$ cat config.mk
export PLATFORM = sky130hd
export DESIGN_NAME = keyscan_top
export DESIGN_NICKNAME = d
export VERILOG_FILES = /design/src/rtl/kbs_pkg.sv /design/src/rtl/kbs_scan_ctrl.sv /design/src/rtl/kbs_nkro.sv /design/src/rtl/kbs_lockout.sv /design/src/rtl/kbs_fifo.sv /design/src/rtl/keyscan_top.sv
export SDC_FILE = /design/constraint.sdc
export NUM_CORES = 1
export LEC_CHECK = 0
export BUFFER_PORTS_ARGS = -buffer_cell sky130_fd_sc_hd__buf_2
export CORE_ASPECT_RATIO = 0.6
export CORE_UTILIZATION = 55
export CTS_BUF_LIST = sky130_fd_sc_hd__clkbuf_8
export DETAILED_ROUTE_END_ITERATION = 7
export HOLD_SLACK_MARGIN = 0.15
export PLACE_DENSITY_LB_ADDON = 0.15
export SLEW_MARGIN = 20
export SYNTH_ARGS = -nofsm -noshare
export SYNTH_HDL_FRONTEND = slang
export SYNTH_SLANG_ARGS = --single-unit
$ cat constraint.sdc
create_clock -name clk -period 4.25 [get_ports clk]
set_clock_uncertainty 0.05 [all_clocks]
set_input_delay 0.425 -clock clk [delete_from_list [all_inputs] [get_ports clk]]
set_output_delay 0.425 -clock clk [all_outputs]
set_load 0.05 [all_outputs]
$ cat src/rtl/kbs_pkg.sv
package kbs_pkg;

    typedef enum logic [0:0] {
        SC_IDLE,
        SC_WALK
    } scan_st_e;

    typedef enum logic [1:0] {
        K_OPEN,
        K_SEEN1,
        K_SEEN2,
        K_HELD
    } key_st_e;

    typedef enum logic [1:0] {
        LK_IDLE,
        LK_DEBOUNCE,
        LK_HELD,
        LK_LOCKED
    } lock_st_e;

    localparam logic [7:0] CMD_CLEAR  = 8'hC0;
    localparam int         ST_UNR_BIT = 5;
    localparam int         ST_OVR_BIT = 6;

endpackage

$ cat src/rtl/kbs_scan_ctrl.sv
module kbs_scan_ctrl
    import kbs_pkg::*;
#(
    parameter int RET_W     = 8,
    parameter int ROW_W     = 3,
    parameter int DEC_LINES = 4,
    localparam int COL_W    = $clog2(RET_W),
    localparam int KEY_W    = ROW_W + COL_W
) (
    input  logic                 clk,
    input  logic                 rst_n,
    input  logic                 scan_tick,
    input  logic                 mode_decoded,
    input  logic [RET_W-1:0]     ret_in,
    output logic [DEC_LINES-1:0] scan_out,
    output logic                 key_valid,
    output logic                 key_closed,
    output logic [KEY_W-1:0]     key_code,
    output logic                 scan_end
);

    localparam logic [ROW_W-1:0] LAST_ENC = ROW_W'((1 << ROW_W) - 1);
    localparam logic [ROW_W-1:0] LAST_DEC = ROW_W'(DEC_LINES - 1);
    localparam logic [COL_W-1:0] LAST_COL = COL_W'(RET_W - 1);

    scan_st_e           state_q, state_d;
    logic [ROW_W-1:0]   row_q, row_d;
    logic [COL_W-1:0]   col_q, col_d;
    logic [RET_W-1:0]   ret_q, ret_d;
    logic               last_row;

    assign last_row = (row_q == (mode_decoded ? LAST_DEC : LAST_ENC));

    // state register
    always_ff @(posedge clk) begin
        if (!rst_n) begin
            state_q <= SC_IDLE;
            row_q   <= '0;
            col_q   <= '0;
            ret_q   <= '0;
        end else begin
            state_q <= state_d;
            row_q   <= row_d;
            col_q   <= col_d;
            ret_q   <= ret_d;
        end
    end

    // next state
    always_comb begin
        state_d = state_q;
        row_d   = row_q;
        col_d   = col_q;
        ret_d   = ret_q;
        unique case (state_q)
            SC_IDLE: begin
                if (scan_tick) begin
                    ret_d   = ret_in;
                    col_d   = '0;
                    state_d = SC_WALK;
                end
            end
            SC_WALK: begin
                col_d = col_q + 1'b1;
                if (col_q == LAST_COL) begin
                    state_d = SC_IDLE;
                    row_d   = last_row ? '0 : row_q + 1'b1;
                end
            end
            default: state_d = SC_IDLE;
        endcase
    end

    // outputs
    always_comb begin
        key_valid  = (state_q == SC_WALK);
        key_closed = ret_q[col_q];
        key_code   = {row_q, col_q};
        scan_end   = key_valid && (col_q == LAST_COL) && last_row;
        if (mode_decoded) begin
            scan_out = DEC_LINES'(1) << row_q;
        end else begin
            scan_out = {{(DEC_LINES-ROW_W){1'b0}}, row_q};
        end
    end

endmodule

$ cat src/rtl/kbs_nkro.sv
module kbs_nkro
    import kbs_pkg::*;
#(
    parameter int KEY_W   = 6,
    localparam int NKEYS  = 1 << KEY_W
) (
    input  logic             clk,
    input  logic             rst_n,
    input  logic             enable,
    input  logic             key_valid,
    input  logic             key_closed,
    input  logic [KEY_W-1:0] key_code,
    output logic             push
);

    key_st_e st_q [NKEYS];
    key_st_e cur_st, st_d;
    logic    visit;

    assign visit  = enable && key_valid;
    assign cur_st = st_q[key_code];

    // state register: one entry per key
    always_ff @(posedge clk) begin
        if (!rst_n) begin
            for (int i = 0; i < NKEYS; i++) begin
                st_q[i] <= K_OPEN;
            end
        end else if (visit) begin
            st_q[key_code] <= st_d;
        end
    end

    // next state for the key being visited
    always_comb begin
        st_d = cur_st;
        unique case (cur_st)
            K_OPEN:  st_d = key_closed ? K_SEEN1 : K_OPEN;
            K_SEEN1: st_d = key_closed ? K_SEEN2 : K_OPEN;
            K_SEEN2: st_d = key_closed ? K_HELD  : K_OPEN;
            K_HELD:  st_d = key_closed ? K_HELD  : K_OPEN;
            default: st_d = K_OPEN;
        endcase
    end

    // outputs
    always_comb begin
        push = visit && key_closed && (cur_st == K_SEEN2);
    end

endmodule

$ cat src/rtl/kbs_lockout.sv
module kbs_lockout
    import kbs_pkg::*;
#(
    parameter int KEY_W = 6
) (
    input  logic             clk,
    input  logic             rst_n,
    input  logic             enable,
    input  logic             key_valid,
    input  logic             key_closed,
    input  logic [KEY_W-1:0] key_code,
    input  logic             scan_end,
    output logic             push,
    output logic [KEY_W-1:0] push_code
);

    lock_st_e          state_q, state_d;
    logic [KEY_W-1:0]  cand_q, cand_d;
    logic              deb_q, deb_d;
    logic [1:0]        acc_n_q;
    logic [KEY_W-1:0]  acc_code_q;
    logic              acc_cand_q;

    logic              visit, hit, judge;
    logic [1:0]        n_now;
    logic [KEY_W-1:0]  code_now;
    logic              cand_now;

    assign visit    = enable && key_valid;
    assign hit      = visit && key_closed;
    assign judge    = visit && scan_end;
    assign n_now    = (acc_n_q == 2'd2) ? 2'd2 : acc_n_q + {1'b0, hit};
    assign code_now = hit ? key_code : acc_code_q;
    assign cand_now = acc_cand_q || (hit && (key_code == cand_q));

    // state register and per-scan tally
    always_ff @(posedge clk) begin
        if (!rst_n) begin
            state_q    <= LK_IDLE;
            cand_q     <= '0;
            deb_q      <= 1'b0;
            acc_n_q    <= '0;
            acc_code_q <= '0;
            acc_cand_q <= 1'b0;
        end else begin
            state_q <= state_d;
            cand_q  <= cand_d;
            deb_q   <= deb_d;
            if (visit) begin
                if (scan_end) begin
                    acc_n_q    <= '0;
                    acc_code_q <= '0;
                    acc_cand_q <= 1'b0;
                end else begin
                    acc_n_q    <= n_now;
                    acc_code_q <= code_now;
                    acc_cand_q <= cand_now;
                end
            end
        end
    end

    // next state, judged once per completed scan
    always_comb begin
        state_d = state_q;
        cand_d  = cand_q;
        deb_d   = deb_q;
        if (judge) begin
            unique case (state_q)
                LK_IDLE: begin
                    if (n_now == 2'd1) begin
                        state_d = LK_DEBOUNCE;
                        cand_d  = code_now;
                        deb_d   = 1'b0;
                    end else if (n_now == 2'd2) begin
                        state_d = LK_LOCKED;
                    end
                end
                LK_DEBOUNCE: begin
                    if (n_now == 2'd0) begin
                        state_d = LK_IDLE;
                    end else if (n_now == 2'd2) begin
                        state_d = LK_LOCKED;
                    end else if (code_now != cand_q) begin
                        cand_d = code_now;
                        deb_d  = 1'b0;
                    end else if (deb_q) begin
                        state_d = LK_HELD;
                    end else begin
                        deb_d = 1'b1;
                    end
                end
                LK_HELD: begin
                    if (!cand_now) begin
                        state_d = LK_IDLE;
                    end
                end
                LK_LOCKED: begin
                    if (n_now == 2'd0) begin
                        state_d = LK_IDLE;
                    end else if (n_now == 2'd1) begin
                        state_d = LK_DEBOUNCE;
                        cand_d  = code_now;
                        deb_d   = 1'b0;
                    end
                end
                default: state_d = LK_IDLE;
            endcase
        end
    end

    // outputs
    always_comb begin
        push      = judge && (state_q == LK_DEBOUNCE) && (n_now == 2'd1)
                    && (code_now == cand_q) && deb_q;
        push_code = cand_q;
    end

endmodule

$ cat src/rtl/kbs_fifo.sv
module kbs_fifo #(
    parameter int W      = 8,
    parameter int DEPTH  = 8,
    localparam int PTR_W = (DEPTH > 1) ? $clog2(DEPTH) : 1,
    localparam int CNT_W = $clog2(DEPTH + 1)
) (
    input  logic             clk,
    input  logic             rst_n,
    input  logic             clear,
    input  logic             push,
    input  logic [W-1:0]     push_data,
    input  logic             pop_req,
    output logic [W-1:0]     head,
    output logic [CNT_W-1:0] count,
    output logic             full,
    output logic             ovr,
    output logic             unr
);

    localparam logic [PTR_W-1:0] LAST_PTR = PTR_W'(DEPTH - 1);
    localparam logic [CNT_W-1:0] FULL_CNT = CNT_W'(DEPTH);

    logic [W-1:0]     mem [DEPTH];
    logic [PTR_W-1:0] wr_ptr_q, rd_ptr_q;
    logic             pop_ok, wr_ok;

    assign full   = (count == FULL_CNT);
    assign pop_ok = pop_req && (count != '0);
    assign wr_ok  = push && (!full || pop_ok);
    assign head   = mem[rd_ptr_q];

    always_ff @(posedge clk) begin
        if (wr_ok && !clear) begin
            mem[wr_ptr_q] <= push_data;
        end
    end

    always_ff @(posedge clk) begin
        if (!rst_n || clear) begin
            wr_ptr_q <= '0;
            rd_ptr_q <= '0;
            count    <= '0;
            ovr      <= 1'b0;
            unr      <= 1'b0;
        end else begin
            if (wr_ok) begin
                wr_ptr_q <= (wr_ptr_q == LAST_PTR) ? '0 : wr_ptr_q + 1'b1;
            end
            if (pop_ok) begin
                rd_ptr_q <= (rd_ptr_q == LAST_PTR) ? '0 : rd_ptr_q + 1'b1;
            end
            if (wr_ok && !pop_ok) begin
                count <= count + 1'b1;
            end else if (pop_ok && !wr_ok) begin
                count <= count - 1'b1;
            end
            if (push && !wr_ok) begin
                ovr <= 1'b1;
            end
            if (pop_req && (count == '0)) begin
                unr <= 1'b1;
            end
        end
    end

endmodule

$ cat src/rtl/keyscan_top.sv
module keyscan_top
    import kbs_pkg::*;
#(
    parameter int RET_W      = 8,
    parameter int ROW_W      = 3,
    parameter int DEC_LINES  = 4,
    parameter int FIFO_DEPTH = 8
) (
    input  logic                 clk,
    input  logic                 rst_n,
    input  logic                 scan_tick,
    input  logic                 mode_decoded,
    input  logic                 mode_nkro,
    input  logic [RET_W-1:0]     ret_in,
    input  logic                 shift_in,
    input  logic                 ctrl_in,
    output logic [DEC_LINES-1:0] scan_out,
    input  logic                 cs,
    input  logic                 rd,
    input  logic                 wr,
    input  logic                 cmd_sel,
    input  logic [7:0]           wdata,
    output logic [7:0]           rdata,
    output logic                 irq
);

    localparam int COL_W  = $clog2(RET_W);
    localparam int KEY_W  = ROW_W + COL_W;
    localparam int DATA_W = KEY_W + 2;
    localparam int CNT_W  = $clog2(FIFO_DEPTH + 1);

    logic             key_valid, key_closed, scan_end;
    logic [KEY_W-1:0] key_code;
    logic             nk_push, lk_push;
    logic [KEY_W-1:0] lk_code;

    logic             fifo_push, fifo_pop, fifo_full, clr_cmd;
    logic [DATA_W-1:0] fifo_wdata, fifo_head;
    logic [CNT_W-1:0] fifo_count;
    logic             ovr_flag, unr_flag;
    logic [7:0]       status;

    kbs_scan_ctrl #(
        .RET_W     (RET_W),
        .ROW_W     (ROW_W),
        .DEC_LINES (DEC_LINES)
    ) u_scan (
        .clk          (clk),
        .rst_n        (rst_n),
        .scan_tick    (scan_tick),
        .mode_decoded (mode_decoded),
        .ret_in       (ret_in),
        .scan_out     (scan_out),
        .key_valid    (key_valid),
        .key_closed   (key_closed),
        .key_code     (key_code),
        .scan_end     (scan_end)
    );

    kbs_nkro #(.KEY_W(KEY_W)) u_nkro (
        .clk        (clk),
        .rst_n      (rst_n),
        .enable     (mode_nkro),
        .key_valid  (key_valid),
        .key_closed (key_closed),
        .key_code   (key_code),
        .push       (nk_push)
    );

    kbs_lockout #(.KEY_W(KEY_W)) u_lock (
        .clk        (clk),
        .rst_n      (rst_n),
        .enable     (!mode_nkro),
        .key_valid  (key_valid),
        .key_closed (key_closed),
        .key_code   (key_code),
        .scan_end   (scan_end),
        .push       (lk_push),
        .push_code  (lk_code)
    );

    assign fifo_push  = mode_nkro ? nk_push : lk_push;
    assign fifo_wdata = {shift_in, ctrl_in, (mode_nkro ? key_code : lk_code)};
    assign fifo_pop   = cs && rd && !cmd_sel;
    assign clr_cmd    = cs && wr && cmd_sel && (wdata == CMD_CLEAR);

    kbs_fifo #(.W(DATA_W), .DEPTH(FIFO_DEPTH)) u_fifo (
        .clk       (clk),
        .rst_n     (rst_n),
        .clear     (clr_cmd),
        .push      (fifo_push),
        .push_data (fifo_wdata),
        .pop_req   (fifo_pop),
        .head      (fifo_head),
        .count     (fifo_count),
        .full      (fifo_full),
        .ovr       (ovr_flag),
        .unr       (unr_flag)
    );

    always_comb begin
        status                = '0;
        status[CNT_W-1:0]     = fifo_count;
        status[ST_UNR_BIT]    = unr_flag;
        status[ST_OVR_BIT]    = ovr_flag;
        rdata                 = cmd_sel ? status : 8'(fifo_head);
        irq                   = (fifo_count != '0);
    end

endmodule

### Yosys cells after proc, flatten, opt, wreduce, memory -nomap -nowiden

Memories as Yosys holds them, arrays and structs flattened. A register that Yosys moved wholly into a read port is not among the register bits.
Index checks and enable logic that the tools add are counted.
W data, S select, Z words.

| cells by class | value |
|---|---|
| $lt $le $gt $ge | 1 |
| multiplexer cells | 59 |
| shift-type cells | 1 |
| reduce and logical (&&, ||, !) cells | 49 |
| equality and inequality tests | 28 |
| bitwise logic cells | 1 |
| $add $sub $neg | 7 |

Operator list:

| operator | number |
|---|---|
| $mux W6 | 9 |
| $mux W2 | 14 |
| $logic_and A1 B1 Y1 | 25 |
| $mux W3 | 7 |
| $mux W1 | 18 |
| $pmux W6 S3 | 1 |
| $add A3 B1 Y3 const B | 4 |
| $eq A2 B2 Y1 const B | 6 |
| $eq A6 B6 Y1 | 2 |
| $mux W4 | 3 |
| $reduce_and A6 Y1 | 2 |
| $ne A2 B2 Y1 const B | 5 |
| $eq A3 B3 Y1 const B | 3 |
| $eq A8 B8 Y1 const B | 1 |
| $mux W8 | 1 |
| $pmux W2 S4 | 1 |
| $logic_not A1 Y1 | 7 |
| $eq A2 B1 Y1 const B | 3 |
| $logic_not A2 Y1 | 3 |
| $ne A3 B1 Y1 const B | 2 |
| $ne A6 B6 Y1 | 1 |
| $pmux W2 S3 | 1 |
| $pmux W3 S2 | 1 |
| $reduce_and A5 Y1 | 1 |
| other kinds (21) | 25 |

| storage, ports and cells | value |
|---|---|
| memories | 2 |
| output and inout port bits | 13 |
| flip-flop bits (word level) | 45 |
| word-level logic and storage cells | 163 |
| bits of input ports | 27 |
| memory bits (writable) | 192 |

Memories:

| name | words | bits a word | rd ports | clocked after memory_dff | wr ports | RTL line | source |
|---|---|---|---|---|---|---|---|
| u_nkro.st_q | 64 | 2 | 1 | 0 | 64 | kbs_nkro.sv:16 | `key_st_e st_q [NKEYS];` |
| u_fifo.mem | 8 | 8 | 1 | 1 | 1 | kbs_fifo.sv:23 | `logic [W-1:0] mem [DEPTH];` |

### Depth between registers and ports, before layout

Gate-level depths: netlist of the first run.

| depth | value |
|---|---|
| depth in word-level cells | 15 |
| depth in mapped cells | 21 |
| gate-level depth less buffers | 19 |

### Cells and area by module

From an unflattened synthesis of the first run, not the netlist that was laid out.

| second synthesis, totals | value |
|---|---|
| cells, all modules | 1053 |
| area total of the unflattened synthesis | 12117.9 um2 |

Modules (own cells, without submodules):

| module | area each (um2) | cells each | times used | seq. area each (um2) |
|---|---|---|---|---|
| kbs_nkro | 6742.7 | 627 | 1 | 3843.7 |
| kbs_fifo | 3176.8 | 179 | 1 | 2222.1 |
| kbs_lockout | 1172.4 | 133 | 1 | 360.3 |
| kbs_scan_ctrl | 800.8 | 89 | 1 | 300.3 |
| keyscan_top | 225.2 | 25 | 1 | 0.0 |

### Worst setup path after synthesis of the first run

Ideal clock, no wire load.

| path | value |
|---|---|
| kind | register -> register |
| start point | register u_scan.col_q[0] |
| end point | register u_fifo.count[3] |
| clock period less this slack | 3956 ps |
| arrival time | 3835 ps |
| stages on the path, launching flop included | 22 |
| library setup time | 70 ps |
| data required time | 4130 ps |
| path slack | 294 ps |
| path buffers | 2 |
| path through | dfxtp_1 buf_6 mux2i_1 o22ai_1 o21ai_2 inv_2 ha_1 clkbuf_1 nand2_1 nor3_1 nand3_1 nor3_2 o21ai_4 inv_2 ha_1 inv_1 ha_1 a21o_1 a21oi_1 xnor2_1 or3_1 a21oi_1 |

| between the ends | value |
|---|---|
| word-level cells in the longest chain between the ends | 14 |
| elaborated cells on any way between the ends | 27 |
| those cells by class | add/sub: 1; eq/ne: 4; mux: 6; reduce/logical: 15; memory: 1 |

Ends and longest elaborated chain:

| item | RTL line | source |
|---|---|---|
| start: declaration | kbs_scan_ctrl.sv:28 | `logic [COL_W-1:0] col_q, col_d;` |
| start signal: assignment | kbs_scan_ctrl.sv:44 | `col_q <= col_d;` |
| $bmux W1 S3 | kbs_scan_ctrl.sv:77 | `key_closed = ret_q[col_q];` |
| $mux W1 (not written as such) | kbs_scan_ctrl.sv:77 |  |
| $logic_and A1 B1 Y1 | kbs_lockout.sv:30 | `assign hit = visit && key_closed;` |
| $add A2 B1 Y2 | kbs_lockout.sv:32 | `assign n_now = (acc_n_q == 2'd2) ? 2'd2 : acc_n_q + {1'b0, hit};` |
| $mux W2 | kbs_lockout.sv:32 |  |
| $eq A2 B1 Y1 | kbs_lockout.sv:114 | `push = judge && (state_q == LK_DEBOUNCE) && (n_now == 2'd1)` |
| $logic_and A1 B1 Y1 | kbs_lockout.sv:114 |  |
| $logic_and A1 B1 Y1 (2 in a row) | kbs_lockout.sv:115 | `&& (code_now == cand_q) && deb_q;` |
| $mux W1 * | keyscan_top.sv:82 | `assign fifo_push = mode_nkro ? nk_push : lk_push;` |
| $logic_and A1 B1 Y1 * | kbs_fifo.sv:29 | `assign wr_ok = push && (!full \|\| pop_ok);` |
| net u_fifo.wr_ok | kbs_fifo.sv:25 | `logic pop_ok, wr_ok;` |
| $logic_not A1 Y1 | kbs_fifo.sv:54 | `end else if (pop_ok && !wr_ok) begin` |
| $logic_and A1 B1 Y1 | kbs_fifo.sv:54 |  |
| $reduce_bool A2 Y1 (no line) | - |  |
| end signal: assignment | kbs_fifo.sv:53 | `count <= count + 1'b1;` |
| end signal: assignment | kbs_fifo.sv:55 | `count <= count - 1'b1;` |
| end: declaration | kbs_fifo.sv:14 | `output logic [CNT_W-1:0] count,` |

The timed path passes the listed nets; every way through them passes the cells marked *. The select of a mux whose other input is x is not followed.
A chain may end at the register's enable or synchronous reset.

### Worst setup path in the final report of the first run

Ends and elaborated chain as after synthesis.

==> flow_metrics.env, run 1 <==
export IMPL_post_route_period_util_pct=94.2
export IMPL_cts_tree="yes"
export IMPL_cp_end_kind="register"
export IMPL_final_common_cell="edfxtp_1"
export IMPL_slew_limit_headroom_pct=31.0
export IMPL_core_um2=21000
export IMPL_grt_pass1_vias=7785
export IMPL_max_freq_ghz=0.250
export IMPL_port_buffers=39
export IMPL_cts_made_buffers=36
export IMPL_drcViolationCount=0
export IMPL_rrSetupSlack_ps=250
export IMPL_ys_seq_area_share_pct=57.1
export IMPL_tightest_slew_ps=1030
export IMPL_fin_crit_ps=4000
export IMPL_cp_arrival_ps=4420
export IMPL_yosysWarnings=0
export IMPL_nNetsFinal=1164
export IMPL_syn_area_um2=11800
export IMPL_synth_nets=1084
export IMPL_instances_no_fill=1428
export IMPL_grt_first_pass_wirelength_um=45300
export IMPL_cts_root_buf="clkbuf_8"
export IMPL_synth_cells=1041
export IMPL_io_pins=40
export IMPL_critPathLaunchType="register"
export IMPL_gp_congestion=0.880
export IMPL_maxCapViolations=0
export IMPL_vias=8740
export IMPL_drive_above_1_share_pct=19.9
export IMPL_area_growth_pct=13.9
export IMPL_grt_usage_pct=27.7
export IMPL_firstDrtPassIters=6
export IMPL_viasPerCell=6.12
export IMPL_overflow=0
export IMPL_place_hpwl_um=20600
export IMPL_placedCellCount=1336
export IMPL_ys_ff_latch=240
export IMPL_synth_top_area_share_pct=49.0
export IMPL_final_util_pct=63.9
export IMPL_wl_per_cell_um=21.1
export IMPL_clock_path_buffers=3
export IMPL_synth_area_leader_cell="edfxtp_1"
export IMPL_setup_viol=0
export IMPL_initial_core_util_pct=56.1
export IMPL_clock_latency_ps=540
export IMPL_syn_avg_cell_area_um2=11.3
export IMPL_p_leak_uw=0.00460
export IMPL_antenna_found_initial=0
export IMPL_synth_cell_types=70
export IMPL_diodes=0
export IMPL_synth_area_leaders="edfxtp_1 (49%), dfxtp_1 (8.2%), mux4_2 (5.2%)"
export IMPL_cts_clk_slew_worst_paths_ps=70
export IMPL_finalHoldViolations=0
export IMPL_required_ps=4660
export IMPL_async_flop_share_pct=0
export IMPL_synthFlopType="edfxtp_1"
export IMPL_drv_slew=0
export IMPL_routed_wl_um=30200
export IMPL_ant_nets=0
export IMPL_timing_worst_setup_path_type="reg -> reg"
export IMPL_htreeDepth=2
export IMPL_hold_class="in -> reg"
export IMPL_power_per_cell_area_nw_per_um2=348
export IMPL_placementRows=41
export IMPL_die_w_um=191
export IMPL_layout_common_cells="edfxtp_1 (192), nand2_1 (115), nor3_1 (95)"
export IMPL_die_area_um2=22000
export IMPL_synth_edf_count=192
export IMPL_cp_max_fo=7
export IMPL_status="finished clean"
export IMPL_ir_worst_vdd_uv=239
export IMPL_die_height_um=115
export IMPL_grt_max_degree=71
export IMPL_cts_sinks=240
export IMPL_drt_iter0_drc=898
## layout make-up
| class | instances | area, um2 |
|---|---|---|
| Clock inverter | 28 | 123 |
| Timing Repair Buffer | 124 | 915 |
| Tap cell | 279 | 349 |
| Inverter | 17 | 63.8 |
| Multi-Input combinational cell | 702 | 4690 |
| Sequential cell | 240 | 6740 |
| Clock buffer | 38 | 523 |
| Fill cell | 1692 | 7580 |
## logic make-up after synthesis
group,count (synthesis),share of synthesized area [%]
buffers and inverters,99,3.71
adder cells (fa/ha/maj),16,1.76
XOR/XNOR,8,0.595
AND/OR/NAND/NOR,410,16.6
AO/OA/AOI/OAI,196,11.0
flip-flops,240,57.1
multiplexers,72,9.17
## per-stage QoR
stage	area (um2)	setup TNS (ps)	worst slack, ps	hold WS (ps)	power [uW]
after floorplan	11800	0	294	375	2840
after CTS	13200	0	60.3	211	4670
after global routing	13400	-47.1	-47.1	260	4830
after detailed placement	12500	0	71.3	404	2940
after global placement	12500	0	184	403	2940
final	13400	0	248	231	4660
## critical path, stage by stage (launching register included)
cell and delay (ps):
dfxtp_4 450, buf_4 200, buf_4 170, mux2i_1 100
mux4_2 480, a21oi_1 350, a211oi_2 70, nand4_2 170
nor3_4 60, buf_4 160, o21ai_4 160, inv_2 50
ha_1 220, inv_1 120, ha_1 240, a21o_1 170
a21oi_1 170, xnor2_1 90, or3_1 310, a21oi_1 140
## cell usage after synthesis (6+ instances only)
library cell and count:
inv_1 11, a211oi_1 6, clkbuf_1 47, buf_2 25
mux4_2 27, mux2i_1 31, edfxtp_1 192, nor2_1 91
a22oi_1 9, a211o_1 6, o21ai_0 71, nand3_1 21
mux2_2 13, nor4_1 9, dfxtp_1 48, a21boi_0 13
nor2b_1 32, nand2b_1 15, nand2_1 116, a21oi_1 27
nor3_1 95, ha_1 15, o211ai_1 9, a221oi_1 8
## metal layers
layer | share of wire [%] | GRT usage [%] | up-vias | wire, um
met5 | 0 | 0 | - | 0
met4 | 0.95 | 5.28 | 0 | 286
met3 | 10 | 7.48 | 30 | 3130
met2 | 38 | 33.4 | 403 | 11300
met1 | 51 | 47.4 | 4259 | 15400
li1 | - | - | 4048 | -
## flip-flops by register name, indices dropped and copies added (netlist names), 3 cells and up, named ones only
| signal | flops |
|---|---|
| u_scan.ret_q | 8 |
| u_lock.push_code | 6 |
| u_fifo.wr_ptr_q | 3 |
| u_nkro.st_q | 128 |
| u_fifo.count | 4 |
| u_scan.col_q | 3 |
| u_fifo.mem | 64 |
| u_fifo.rd_ptr_q | 3 |
| u_scan.row_q | 3 |
| u_lock.acc_code_q | 6 |
## worst paths after layout
kind | startpoint | depth (start not counted) | end
setup / recovery | u_scan.col_q[0] | 19 | u_fifo.count[3]
hold / removal | scan_tick | 4 | u_scan.col_q[2]
setup reg to reg | u_scan.col_q[0] | 19 | u_fifo.count[3]
hold reg to reg | u_scan.ret_q[4] | 2 | u_scan.ret_q[4]
## report_power, final
part	internal (uW)	total (uW)	switching, uW
logic	119	317	198
clock network	836	1740	907
registers	2570	2600	30.5
total	3530	4660	1140
## repair_timing
item / 4_1_cts / 5_1_grt
hold buffers: 10 / 0
setup endpoints to repair: 0 / 1
buffers inserted: 0 / 16
resized for setup: 0 / 12
endpoints found under the hold margin: 24 / 0
Note: power is estimated with default switching activity, not from simulation.
==> run 2, diff against run 1 <==
- SYNTH_HIERARCHICAL: not set -> 1
==> run 2 against run 1 <==
Net effect:
- combinational power rose by 17%
- first-iteration DRC count rose by 37%
- cell count rose by 0.21%
- synthesized cell count rose by 1.1%
- die area rose by 2.9%
- sequential power barely moved
- total power rose by 4.6%
- sequential cell count did not move
- final area rose by 1.7%
- via count rose by 6.2%
- largest cell class unchanged
- highest routed layer unchanged
==> flow_metrics.env, run 2 <==
export IMPL_slew_limit_headroom_pct=15.4
export IMPL_cts_tree="yes"
export IMPL_layout_common_cells="edfxtp_1 (192), a21oi_1 (138), nand2_1 (117)"
export IMPL_cts_clk_slew_worst_paths_ps=60
export IMPL_finalHoldViolations=0
export IMPL_slowest_stage="mux4_1"
export IMPL_required_ps=4620
export IMPL_diodes=0
export IMPL_max_flop_register="u_nkro/st_q"
export IMPL_fin_crit_ps=4210
export IMPL_wl_per_cell_um=23.2
export IMPL_syn_area_um2=12100
export IMPL_vias=9286
export IMPL_status="finished clean"
export IMPL_drcViolationCount=0
export IMPL_hold_class="in -> reg"
export IMPL_firstDrtPassIters=6
export IMPL_largest_reg_flops=128
export IMPL_yosysWarnings=6
export IMPL_grt_usage_pct=29.4
export IMPL_drv_slew=0
export IMPL_nNetsFinal=1172
export IMPL_critPathLaunchType="register"
export IMPL_overflow=0
export IMPL_synth_cells=1052
export IMPL_drt_iter0_drc=1234
export IMPL_pre_cts_slack_ps=-7.14
export IMPL_r2r_start="u_scan/col_q[2]"
export IMPL_final_common_cell="edfxtp_1"
export IMPL_die_height_um=117
export IMPL_max_freq_ghz=0.238
export IMPL_max_stage_delay_ps=540
export IMPL_grt_max_degree=97
export IMPL_timing_worst_setup_path_type="reg -> reg"
export IMPL_setup_viol=0
export IMPL_place_hpwl_um=21500
export IMPL_clock_path_buffers=3
export IMPL_area_growth_pct=12.5
export IMPL_p_leak_uw=0.00492
export IMPL_die_w_um=194
export IMPL_cts_root_buf="clkbuf_8"
export IMPL_grt_first_pass_wirelength_um=49900
export IMPL_power_total_uw=4880
export IMPL_die_area_um2=22600
export IMPL_cts_sinks=240
export IMPL_viasPerCell=6.49
export IMPL_cp_end_kind="register"
export IMPL_cts_made_buffers=36
export IMPL_gp_congestion=0.962
export IMPL_cp_arrival_ps=4570
export IMPL_antenna_found_initial=3
export IMPL_synth_nets=1098
export IMPL_htreeDepth=2
export IMPL_min_from="scan_tick"
export IMPL_clock_latency_ps=540
export IMPL_initial_core_util_pct=56.9
export IMPL_drive_above_1_share_pct=22.0
export IMPL_cpMostUsedCell="mux2_4"
export IMPL_power_per_cell_area_nw_per_um2=358
export IMPL_placedCellCount=1350
export IMPL_cp_max_fo=7
export IMPL_fin_ws_ps=44.3
export IMPL_instances_no_fill=1431
export IMPL_routed_wl_um=33300
export IMPL_post_route_period_util_pct=99.0
export IMPL_reg_largest_list="u_nkro/st_q: 128 flops, u_fifo/mem: 64 flops, u_scan/ret_q: 8 flops"
export IMPL_port_buffers=39
export IMPL_path_cells="mux4_1 > mux2_4 > nand3_4 > inv_8 > mux2i_2 > a221oi_2 > and4_1 > and4_4 > mux2_4 > o21ai_4 > inv_2 > ha_2 > inv_1 > buf_4 > ha_1 > a21oi_2 > a211oi_2 > a31oi_1 > mux2_2"
export IMPL_tightest_slew_ps=1260
export IMPL_core_um2=21300
export IMPL_syn_avg_cell_area_um2=11.5
export IMPL_grt_pass1_vias=8446
export IMPL_maxCapViolations=0
export IMPL_placementRows=41
export IMPL_io_pins=40
export IMPL_ir_worst_vdd_uv=228
export IMPL_ant_nets=0
export IMPL_crit_start="u_scan/col_q[2]"
## run 2: cell count changes in the layout (fill, tap and decap cells not counted), sizes merged, moves of 7 or more
cell and change:
a221oi +16, nor2 -42, a22oi +9, nand2b -7
a21oi +124, nor3 -77, clkinv -7, mux2 +21
mux2i -18
## run 2: report_power, final
group	switching, uW	internal (uW)
registers	24.7	2570
clock network	890	1020
logic	262	108
total	1180	3700
## run 2: repair_timing
item                                    in CTS  in global routing
endpoints found under the setup margin       1                  2
setup buffers                                0                  7
resized for setup                            1                 17
hold endpoints to repair                    24                  0
hold buffers                                10                  0
pin swaps                                    0                  4
## run 2: path summary, 6_finish.rpt
check                                        to  slack (ps)  cells after the start
worst min register to register       u_fifo/unr         420                      2
worst max-delay path            u_fifo/count[3]          40                     19
worst min-delay path            u_scan/col_q[1]         220                      4
worst max register to register  u_fifo/count[3]          40                     19
## run 2: routing by layer
metal,up-vias,track usage (%),routed length (um)
met5,-,0,0
met2,607,38.4,13100
met1,4462,45.3,15000
met3,69,10.2,4580
li1,4148,-,-
met4,0,8.37,596
## run 2: final cells by class
class	instances	area (um2)
clock buffers	42	578
clock inverters	22	139
fillers	1643	7660
inverters	19	82.6
multi-input cells	712	4900
flip-flops and latches	240	6730
well taps	279	349
repair buffers	117	847
## run 2: critical path: cells and delay by family, from the launching register on
family	cells	cell delay (ps)
compound gates	5	810
fa+ha+maj	2	360
buf+inv	4	350
flops	1	330
mux	5	1560
simple gates	3	630
## run 2: per-stage QoR
stage          TNS [ps]  util, %  area, um2  hold slack (ps)
6_report              0     64.0      13600              220
5_1_grt           -63.4     64.0      13600              254
4_1_cts               0     63.5      13500              189
3_5_place_dp      -7.14     59.7      12700              404
3_3_place_gp          0     59.7      12700              399
2_1_floorplan         0        -      12100              381
